File: config.mk
export PLATFORM = sky130hd
export DESIGN_NAME = byte_link_xfer
export DESIGN_NICKNAME = d
export VERILOG_FILES = /design/src/rtl/byte_link_pkg.sv /design/src/rtl/link_decide.sv /design/src/rtl/out_capture.sv /design/src/rtl/in_queue.sv /design/src/rtl/byte_link_xfer.sv
export SDC_FILE = /design/constraint.sdc
export NUM_CORES = 2
export LEC_CHECK = 0
export BUFFER_PORTS_ARGS = -buffer_cell sky130_fd_sc_hd__clkbuf_2
export CAP_MARGIN = 20
export CORE_ASPECT_RATIO = 0.6
export CORE_UTILIZATION = 46
export DETAILED_ROUTE_END_ITERATION = 6
export GPL_TIMING_DRIVEN = 0
export PLACE_DENSITY = 0.64
export SYNTH_ARGS = -nofsm -noshare
export SYNTH_HDL_FRONTEND = slang
export SYNTH_HIERARCHICAL = 1
export SYNTH_SLANG_ARGS = --single-unit
File: constraint.sdc
create_clock -name clk -period 5.5 [get_ports clk]
set_clock_uncertainty 0.15 [all_clocks]
set_input_delay 0.275 -clock clk [delete_from_list [all_inputs] [get_ports clk]]
set_output_delay 0.275 -clock clk [all_outputs]
set_load 0.01 [all_outputs]
File: src/rtl/byte_link_pkg.sv
package byte_link_pkg;

    localparam int REQ_BIT = 3;
    localparam int ACK_BIT = 4;
    localparam int TIP_BIT = 5;
    localparam int DIR_BIT = 4;
    localparam logic [7:0] PORT_RESET = 8'h38;

    typedef enum logic [2:0] {
        EV_NONE,
        EV_CAPTURE,
        EV_DELIVER,
        EV_SYNC,
        EV_END
    } ev_kind_e;

    typedef struct packed {
        ev_kind_e kind;
        logic     set_flag;
        logic     req_set;
        logic     req_val;
        logic     pkt_fire;
    } ev_t;

    function automatic logic hs_moved(input logic [7:0] cur, input logic [7:0] prev);
        return (cur[TIP_BIT] != prev[TIP_BIT]) || (cur[ACK_BIT] != prev[ACK_BIT]);
    endfunction

endpackage

File: src/rtl/link_decide.sv
module link_decide
    import byte_link_pkg::*;
(
    input  logic       eval_en,
    input  logic [7:0] cur_b,
    input  logic [7:0] last_b,
    input  logic       dir_out,
    input  logic       out_room,
    input  logic       out_any,
    input  logic       in_pending,
    input  logic       in_last,
    output ev_t        ev
);
    always_comb begin
        ev = '{kind: EV_NONE, set_flag: 1'b0, req_set: 1'b0, req_val: 1'b0, pkt_fire: 1'b0};
        if (eval_en) begin
            if (!cur_b[TIP_BIT]) begin
                if (dir_out) begin
                    if (hs_moved(cur_b, last_b) && out_room) begin
                        ev.kind     = EV_CAPTURE;
                        ev.set_flag = 1'b1;
                    end
                end else if (in_pending && hs_moved(cur_b, last_b)) begin
                    ev.kind     = EV_DELIVER;
                    ev.set_flag = 1'b1;
                    if (in_last) begin
                        ev.req_set = 1'b1;
                        ev.req_val = 1'b1;
                    end
                end
            end else if (last_b[TIP_BIT] && (cur_b[ACK_BIT] != last_b[ACK_BIT])) begin
                ev.kind     = EV_SYNC;
                ev.set_flag = 1'b1;
                ev.req_set  = 1'b1;
                ev.req_val  = cur_b[ACK_BIT];
            end else begin
                if (!last_b[TIP_BIT]) begin
                    ev.kind     = EV_END;
                    ev.set_flag = 1'b1;
                    ev.pkt_fire = out_any;
                end
                if (in_pending) begin
                    ev.req_set = 1'b1;
                    ev.req_val = 1'b0;
                end
            end
        end
    end
endmodule

File: src/rtl/out_capture.sv
module out_capture #(
    parameter int DEPTH = 16,
    localparam int CW = $clog2(DEPTH + 1),
    localparam int AW = $clog2(DEPTH)
) (
    input  logic          clk,
    input  logic          rst,
    input  logic          capture,
    input  logic          clear,
    input  logic [7:0]    din,
    input  logic [AW-1:0] rd_addr,
    output logic [7:0]    rd_data,
    output logic [CW-1:0] count,
    output logic          room,
    output logic          any
);
    logic [7:0] mem [DEPTH];

    assign room    = count < CW'(DEPTH);
    assign any     = count != '0;
    assign rd_data = mem[rd_addr];

    always_ff @(posedge clk) begin
        if (rst) begin
            count <= '0;
        end else if (clear) begin
            count <= '0;
        end else if (capture) begin
            count <= count + 1'b1;
        end
    end

    always_ff @(posedge clk) begin
        if (capture && room) begin
            mem[count[AW-1:0]] <= din;
        end
    end

    assert_count_cap_R3: assert property (@(posedge clk) disable iff (rst)
        count <= CW'(DEPTH));
    assert_cap_room_R3: assert property (@(posedge clk) disable iff (rst)
        capture |-> count < CW'(DEPTH));
endmodule

File: src/rtl/in_queue.sv
module in_queue #(
    parameter int DEPTH = 128,
    localparam int CW = $clog2(DEPTH + 1),
    localparam int AW = $clog2(DEPTH)
) (
    input  logic          clk,
    input  logic          rst,
    input  logic          wr_en,
    input  logic [AW-1:0] wr_addr,
    input  logic [7:0]    wr_data,
    input  logic          start,
    input  logic [CW-1:0] len,
    input  logic          advance,
    output logic          pending,
    output logic          last,
    output logic [7:0]    head
);
    logic [7:0]    mem [DEPTH];
    logic [CW-1:0] idx_q, size_q;
    logic [CW-1:0] len_cap, eff_idx, eff_size;
    logic [CW:0]   next_idx;

    assign len_cap  = (len > CW'(DEPTH)) ? CW'(DEPTH) : len;
    assign eff_idx  = start ? '0 : idx_q;
    assign eff_size = start ? len_cap : size_q;
    assign next_idx = {1'b0, eff_idx} + 1'b1;
    assign pending  = eff_idx < eff_size;
    assign last     = next_idx >= {1'b0, eff_size};
    assign head     = mem[eff_idx[AW-1:0]];

    always_ff @(posedge clk) begin
        if (rst) begin
            idx_q  <= '0;
            size_q <= '0;
        end else begin
            if (start) size_q <= len_cap;
            if (advance) idx_q <= next_idx[CW-1:0];
            else if (start) idx_q <= '0;
        end
    end

    always_ff @(posedge clk) begin
        if (wr_en) mem[wr_addr] <= wr_data;
    end

    assert_adv_pending_R6: assert property (@(posedge clk) disable iff (rst)
        advance |-> pending);
endmodule

File: src/rtl/byte_link_xfer.sv
module byte_link_xfer
    import byte_link_pkg::*;
#(
    parameter int OUT_DEPTH = 16,
    parameter int IN_DEPTH  = 128,
    localparam int OCW = $clog2(OUT_DEPTH + 1),
    localparam int OAW = $clog2(OUT_DEPTH),
    localparam int ICW = $clog2(IN_DEPTH + 1),
    localparam int IAW = $clog2(IN_DEPTH)
) (
    input  logic           clk,
    input  logic           rst,
    input  logic           portb_we,
    input  logic [7:0]     portb_wdata,
    output logic [7:0]     portb_q,
    input  logic           ctrl_we,
    input  logic [7:0]     ctrl_wdata,
    output logic [7:0]     ctrl_q,
    input  logic           sr_we,
    input  logic [7:0]     sr_wdata,
    output logic [7:0]     sr_q,
    output logic           sr_flag,
    input  logic           sr_flag_clr,
    input  logic           in_wr_en,
    input  logic [IAW-1:0] in_wr_addr,
    input  logic [7:0]     in_wr_data,
    input  logic           in_start,
    input  logic [ICW-1:0] in_len,
    output logic           pkt_done,
    output logic [OCW-1:0] pkt_len,
    input  logic [OAW-1:0] out_rd_addr,
    output logic [7:0]     out_rd_data
);
    logic [7:0]     last_q, b_cur, b_next, acr_cur;
    logic           eval_en;
    logic           in_pending, in_last;
    logic [7:0]     in_head;
    logic [OCW-1:0] out_count;
    logic           out_room, out_any;
    ev_t            ev;

    always_comb begin
        b_cur = portb_q;
        if (portb_we) begin
            b_cur          = portb_wdata;
            b_cur[REQ_BIT] = portb_q[REQ_BIT];
        end
    end

    assign acr_cur = ctrl_we ? ctrl_wdata : ctrl_q;
    assign eval_en = portb_we | ctrl_we | in_start;

    in_queue #(.DEPTH(IN_DEPTH)) inq_i (
        .clk     (clk),
        .rst     (rst),
        .wr_en   (in_wr_en),
        .wr_addr (in_wr_addr),
        .wr_data (in_wr_data),
        .start   (in_start),
        .len     (in_len),
        .advance (ev.kind == EV_DELIVER),
        .pending (in_pending),
        .last    (in_last),
        .head    (in_head)
    );

    out_capture #(.DEPTH(OUT_DEPTH)) outc_i (
        .clk     (clk),
        .rst     (rst),
        .capture (ev.kind == EV_CAPTURE),
        .clear   (ev.kind == EV_END),
        .din     (sr_q),
        .rd_addr (out_rd_addr),
        .rd_data (out_rd_data),
        .count   (out_count),
        .room    (out_room),
        .any     (out_any)
    );

    link_decide dec_i (
        .eval_en    (eval_en),
        .cur_b      (b_cur),
        .last_b     (last_q),
        .dir_out    (acr_cur[DIR_BIT]),
        .out_room   (out_room),
        .out_any    (out_any),
        .in_pending (in_pending),
        .in_last    (in_last),
        .ev         (ev)
    );

    always_comb begin
        b_next = b_cur;
        if (ev.req_set) b_next[REQ_BIT] = ev.req_val;
    end

    always_ff @(posedge clk) begin
        if (rst) begin
            portb_q  <= PORT_RESET;
            last_q   <= PORT_RESET;
            ctrl_q   <= '0;
            sr_q     <= '0;
            sr_flag  <= 1'b0;
            pkt_done <= 1'b0;
            pkt_len  <= '0;
        end else begin
            ctrl_q <= acr_cur;
            if (eval_en) begin
                portb_q <= b_next;
                last_q  <= b_next;
            end
            if (ev.kind == EV_DELIVER) sr_q <= in_head;
            else if (sr_we)            sr_q <= sr_wdata;
            if (ev.set_flag || in_start) sr_flag <= 1'b1;
            else if (sr_flag_clr)        sr_flag <= 1'b0;
            pkt_done <= ev.pkt_fire;
            if (ev.pkt_fire) pkt_len <= out_count;
        end
    end

    assert_pulse_width_R7: assert property (@(posedge clk) disable iff (rst)
        pkt_done |=> !pkt_done);
    assert_pulse_len_R7: assert property (@(posedge clk) disable iff (rst)
        pkt_done |-> pkt_len != '0);
    assert_sync_follow_R8: assert property (@(posedge clk) disable iff (rst)
        (eval_en && ev.kind == EV_SYNC) |=> portb_q[REQ_BIT] == $past(b_cur[ACK_BIT]));
    assert_flag_set_R2: assert property (@(posedge clk) disable iff (rst)
        (eval_en && ev.set_flag) |=> sr_flag);
endmodule

==> tab_implementation.tex <==
\begin{tabular}{lr}
\hline
Metric & Value \\
\hline
\multicolumn{2}{l}{\textbf{Routing}} \\
\quad Antenna violation net count after detailed routing & 0 \\
\quad Routed length per instance & roughly 37 um \\
\quad Detailed-routing wirelength on met1 & around 73,000 um \\
\quad Total routed wirelength & about 180,000 um \\
\quad Drt pass-1 iters & 6 \\
\quad DRC Markers & 0 \\
\quad Vias per cell & roughly 6.6 \\
\quad Via count & about 32k \\
\quad Initial drt markers & roughly 5.7k \\
\quad Max Used Layer & met5 \\
\quad Met2 WL post-DR & roughly 65,000 um \\
\quad Wire length on met3 & 33,200 um \\
\multicolumn{2}{l}{\textbf{Synth}} \\
\quad Distinct cell type count of the synthesized netlist & 85 \\
\quad Flip-flop and latch count after synthesis & about 1.2k \\
\quad Ys flop type & sky130\_fd\_sc\_hd\_\_edfxtp\_1 \\
\quad YS warnings & 6 \\
\quad Post-synthesis sequential area ratio & about 73\% \\
\quad Mapped Nets & between 3k and 4k \\
\quad Netlist Area Pre-Place & 48,900 sq um \\
\quad Number of enable flip-flop cells after synthesis & about 1.2k \\
\quad Synthesized netlist cell count & around 3.0k \\
\quad Post-synth ARST share & 0\% \\
\quad Post-Synthesis Mean Instance Area & around 16 sq um \\
\multicolumn{2}{l}{\textbf{Run}} \\
\quad Max Cap Viol & 0 \\
\multicolumn{2}{l}{\textbf{Worst hold path}} \\
\quad Start point of the worst min-delay path & sr\_we \\
\quad Hold depth & 3 \\
\quad Worst min path class & input port to flip-flop \\
\quad Worst Hold Path EP & sr\_q[0]\$\_SDFFE\_PP0P\_ \\
\multicolumn{2}{l}{\textbf{Pwr}} \\
\quad Total power & around 0.019 W \\
\quad Standby leakage power & 17.7 nW \\
\quad Maximum vdd drop & $\sim$0.29 mV \\
\quad Power Density & 343 nW/um\^{}2 \\
\quad Internal power & 0.0147 W \\
\quad Sequential share of power & between 50\% and 60\% \\
\quad Share of total power consumed by net switching & a little under a quarter \\
\quad Power share of the combinational group & 7.9\% \\
\quad Clock power share & about two fifths \\
\quad Total net switching power & around 0.0045 W \\
\multicolumn{2}{l}{\textbf{Clock tree}} \\
\quad Largest buffer count on any clock path & 3 \\
\quad Clock Tree Root & sky130\_fd\_sc\_hd\_\_clkbuf\_16 \\
\quad Clock net sink count & between 1k and 1.5k \\
\quad H-tree level count & 3 \\
\quad Clock insertion delay at the later pin of the skew report & approximately 0.75 ns \\
\quad TritonCTS clock tree & yes \\
\quad Worst-path clk slew & roughly 0.070 ns \\
\quad Clock buffer count from CTS & 106 \\
\multicolumn{2}{l}{\textbf{GRT}} \\
\quad Combined global-route utilization of all metal layers & approximately a third \\
\quad First-pass GRT wire length & between 200,000 and 250,000 um \\
\quad Vias in the first global route & roughly 28k \\
\quad Pin count of the biggest net entering global routing & about 130 \\
\quad Aggregate global routing overflow & 0 \\
\quad Initial antenna violation count & 4 \\
\multicolumn{2}{l}{\textbf{Critical path}} \\
\quad Kind of end point of the critical path & flip-flop \\
\quad Reg2reg end & sr\_q[0]\$\_SDFFE\_PP0P\_ \\
\quad R2R setup slack & -0.30 ns \\
\quad Worst reg2reg path depth & 12 \\
\quad Worst R2R Start & inq\_i/idx\_q[2]\$\_SDFF\_PP0\_ \\
\quad Category of the critical setup timing path & flip-flop to flip-flop \\
\quad Critical path required time & roughly 5.9 ns \\
\quad Nature of the critical path startpoint & flip-flop \\
\quad Maximum fanout along the worst path & 10 \\
\quad Worst EP arrival & roughly 6.2 ns \\
\multicolumn{2}{l}{\textbf{STA}} \\
\quad Least setup slack across all paths after layout & -0.298 ns \\
\quad Worst Tran Pin Value & 1.36 ns \\
\quad Final Setup Violations & 4 \\
\quad Post-route clock period utilization & 105\% \\
\quad Max Clk Rate & 172 MHz \\
\quad Tightest slew margin relative to the limit & 9.10\% \\
\quad Final critical-path required period & 5.80 ns \\
\quad Number of max-slew violations in the final report & 0 \\
\quad Final Hold Viols & 0 \\
\multicolumn{2}{l}{\textbf{Floorplan}} \\
\quad Die height & 255 um \\
\quad Die area & roughly 110,000 sq um \\
\quad Die width & 423 um \\
\quad Placeable core area & about 110,000 sq um \\
\quad Initial cell density of the core & $\sim$46\% \\
\quad Number of primary I/O pins & 98 \\
\quad Cell row count & between 90 and 100 \\
\multicolumn{2}{l}{\textbf{Layout}} \\
\quad Relative area change from synthesis to final layout & 14.3\% \\
\quad Total non-filler cell area in the finished layout & $\sim$56,000 sq um \\
\quad Share of cells above drive strength 1 & between 15 and 20\% \\
\quad Non-Filler Instances & slightly below 5k \\
\quad Final-stage net count & about 3.4k \\
\multicolumn{2}{l}{\textbf{Placement}} \\
\quad Placed Instances & about 4.5k \\
\quad Routability cong. & approximately 1.0 \\
\quad Post-DP Area & between 50,000 and 60,000 sq um \\
\quad Detailed placer's ending HPWL & between 100,000 and 150,000 um \\
\quad Post-Place Worst Slack & -1.60 ns \\
\quad Count of input and output buffers & slightly below 90 \\
\multicolumn{2}{l}{\textbf{Run status}} \\
\quad Violations in the final reports & setup timing \\
\quad Status & complete, but fails checks \\
\hline
\end{tabular}
## synth_stat cells, types with 8 or more instances
cell type / instances / area share (%)
sky130_fd_sc_hd__a2111oi_0: 16 / 0.29
sky130_fd_sc_hd__a211oi_1: 76 / 1.2
sky130_fd_sc_hd__a21oi_1: 83 / 0.85
sky130_fd_sc_hd__a221oi_1: 71 / 1.3
sky130_fd_sc_hd__a22oi_1: 53 / 0.81
sky130_fd_sc_hd__a311oi_1: 8 / 0.14
sky130_fd_sc_hd__and2_1: 8 / 0.10
sky130_fd_sc_hd__buf_1: 13 / 0.10
sky130_fd_sc_hd__buf_12: 8 / 0.33
sky130_fd_sc_hd__buf_2: 60 / 0.61
sky130_fd_sc_hd__buf_4: 24 / 0.37
sky130_fd_sc_hd__buf_6: 24 / 0.55
sky130_fd_sc_hd__clkbuf_1: 65 / 0.50
sky130_fd_sc_hd__dfxtp_1: 52 / 2.1
sky130_fd_sc_hd__edfxtp_1: 1152 / 71
sky130_fd_sc_hd__ha_1: 23 / 0.59
sky130_fd_sc_hd__inv_1: 21 / 0.16
sky130_fd_sc_hd__mux2_2: 72 / 1.7
sky130_fd_sc_hd__mux2i_1: 246 / 5.0
sky130_fd_sc_hd__mux4_1: 16 / 0.86
sky130_fd_sc_hd__mux4_2: 46 / 2.1
sky130_fd_sc_hd__nand2_1: 139 / 1.1
sky130_fd_sc_hd__nand2b_1: 14 / 0.18
sky130_fd_sc_hd__nand3_1: 37 / 0.38
sky130_fd_sc_hd__nor2_1: 278 / 2.1
sky130_fd_sc_hd__nor2b_1: 49 / 0.63
sky130_fd_sc_hd__nor3_1: 33 / 0.34
sky130_fd_sc_hd__nor4_1: 8 / 0.10
sky130_fd_sc_hd__nor4b_1: 8 / 0.14
sky130_fd_sc_hd__o211ai_1: 15 / 0.23
sky130_fd_sc_hd__o21a_1: 10 / 0.15
sky130_fd_sc_hd__o21ai_0: 64 / 0.66
sky130_fd_sc_hd__o221ai_1: 29 / 0.52
sky130_fd_sc_hd__o22ai_1: 66 / 0.84
sky130_fd_sc_hd__xnor2_1: 13 / 0.23
## stage by stage
step	hold slack (ns)	utilization, %	setup TNS [ns]
2_1_floorplan	0.197	-	0
3_3_place_gp	0.320	48.6	-219.74
3_5_place_dp	0.337	49.1	-211.45
4_1_cts	0.00277	53.0	0
5_1_grt	0.00983	53.1	-0.00231
6_report	0.0266	53.1	-0.627
## final cells by class
cell class / count / area [sq um]
antenna: 3 / 7.51
buffer: 198 / 1300
clock buffer: 132 / 2870
clock inverter: 67 / 552
fill: 8520 / 49300
inverter: 24 / 93.8
multi-input combinational: 1590 / 12100
sequential: 1204 / 35600
tap: 1410 / 1760
timing repair buffer: 181 / 1620
## per-layer routing
metal | vias to the layer above | global-route usage (%)
li1 | 12600 | -
met1 | 16100 | 48.0
met2 | 2649 | 40.5
met3 | 328 | 18.3
met4 | 8 | 7.96
met5 | - | 0
## kinds of logic (layout without fill, tap and decap cells)
group / Yosys count / in the layout / share of synthesized area (%)
flops: 1204 / 1204 / 72.9
other cells: 0 / 3 / 0
simple gates: 608 / 608 / 5.59
fa+ha+maj: 23 / 23 / 0.589
compound gates: 563 / 563 / 8.20
xor+xnor: 16 / 16 / 0.287
mux: 380 / 380 / 9.67
buf+inv: 224 / 602 / 2.78
## sequential cells by signal, indices dropped and copies added, names as in the netlist, 5 cells and up
name,flops
pkt_len,5
ctrl_q,8
sr_q,8
outc_i/count,5
inq_i/size_q,8
inq_i/mem,1024
outc_i/mem,128
inq_i/idx_q,8
last_q,8
## power by group through the flow
stage          sequential, W  combinational (W)  clock (W)
2_1_floorplan         0.0104           0.000682          0
5_1_grt               0.0102            0.00153    0.00790
3_5_place_dp          0.0104            0.00138          0
3_3_place_gp          0.0104            0.00134          0
6_report              0.0102            0.00152    0.00749
4_1_cts               0.0102            0.00142    0.00754
## what timing repair did
item                                    in CTS  in global routing
gates resized for setup                     23                 28
hold endpoints to repair                   197                  0
endpoints found under the setup margin     137                137
hold buffers                                64                  0
pin swaps                                    0                  2
setup buffers                                0                  2
## worst max-delay path by stage
stage,from,endpoint,cells past startpoint
4_1_cts,inq_i/idx_q[1]$_SDFF_PP0_,inq_i/idx_q[4]$_SDFF_PP0_,22
3_5_place_dp,in_start,outc_i/mem[8][5]$_DFFE_PP_,21
3_3_place_gp,in_start,outc_i/mem[1][5]$_DFFE_PP_,21
2_1_floorplan,in_start,outc_i/mem[0][0]$_DFFE_PP_,20
6_report,inq_i/idx_q[2]$_SDFF_PP0_,sr_q[0]$_SDFFE_PP0P_,12
5_1_grt,inq_i/idx_q[2]$_SDFF_PP0_,inq_i/idx_q[4]$_SDFF_PP0_,23
## placed cells by master (no fill, tap or decap), drive strengths merged, types with 14 or more instances in the layout
master,n
a2111oi,17
a211oi,76
a21oi,83
a221oi,72
a22oi,53
buf,156
clkbuf,286
clkinv,50
dfxtp,52
dlygate4sd3,64
edfxtp,1152
ha,23
inv,28
mux2,72
mux2i,246
mux4,62
nand2,139
nand2b,14
nand3,37
nor2,279
nor2b,49
nor3,33
o211ai,15
o21ai,67
o221ai,29
o22ai,66
## worst max-delay path, cell delays in order, from the launching register on
cell	delay, ns
sky130_fd_sc_hd__dfxtp_1	0.31
sky130_fd_sc_hd__buf_4	0.27
sky130_fd_sc_hd__buf_6	0.23
sky130_fd_sc_hd__inv_1	0.21
sky130_fd_sc_hd__nor2_1	0.75
sky130_fd_sc_hd__clkbuf_1	0.90
sky130_fd_sc_hd__a22oi_1	0.22
sky130_fd_sc_hd__nand2_1	0.21
sky130_fd_sc_hd__a221oi_1	0.34
sky130_fd_sc_hd__nor4_2	0.89
sky130_fd_sc_hd__o211ai_1	0.54
sky130_fd_sc_hd__nor4b_1	0.52
sky130_fd_sc_hd__a211oi_1	0.09
Note: power is estimated with default switching activity, not from simulation.
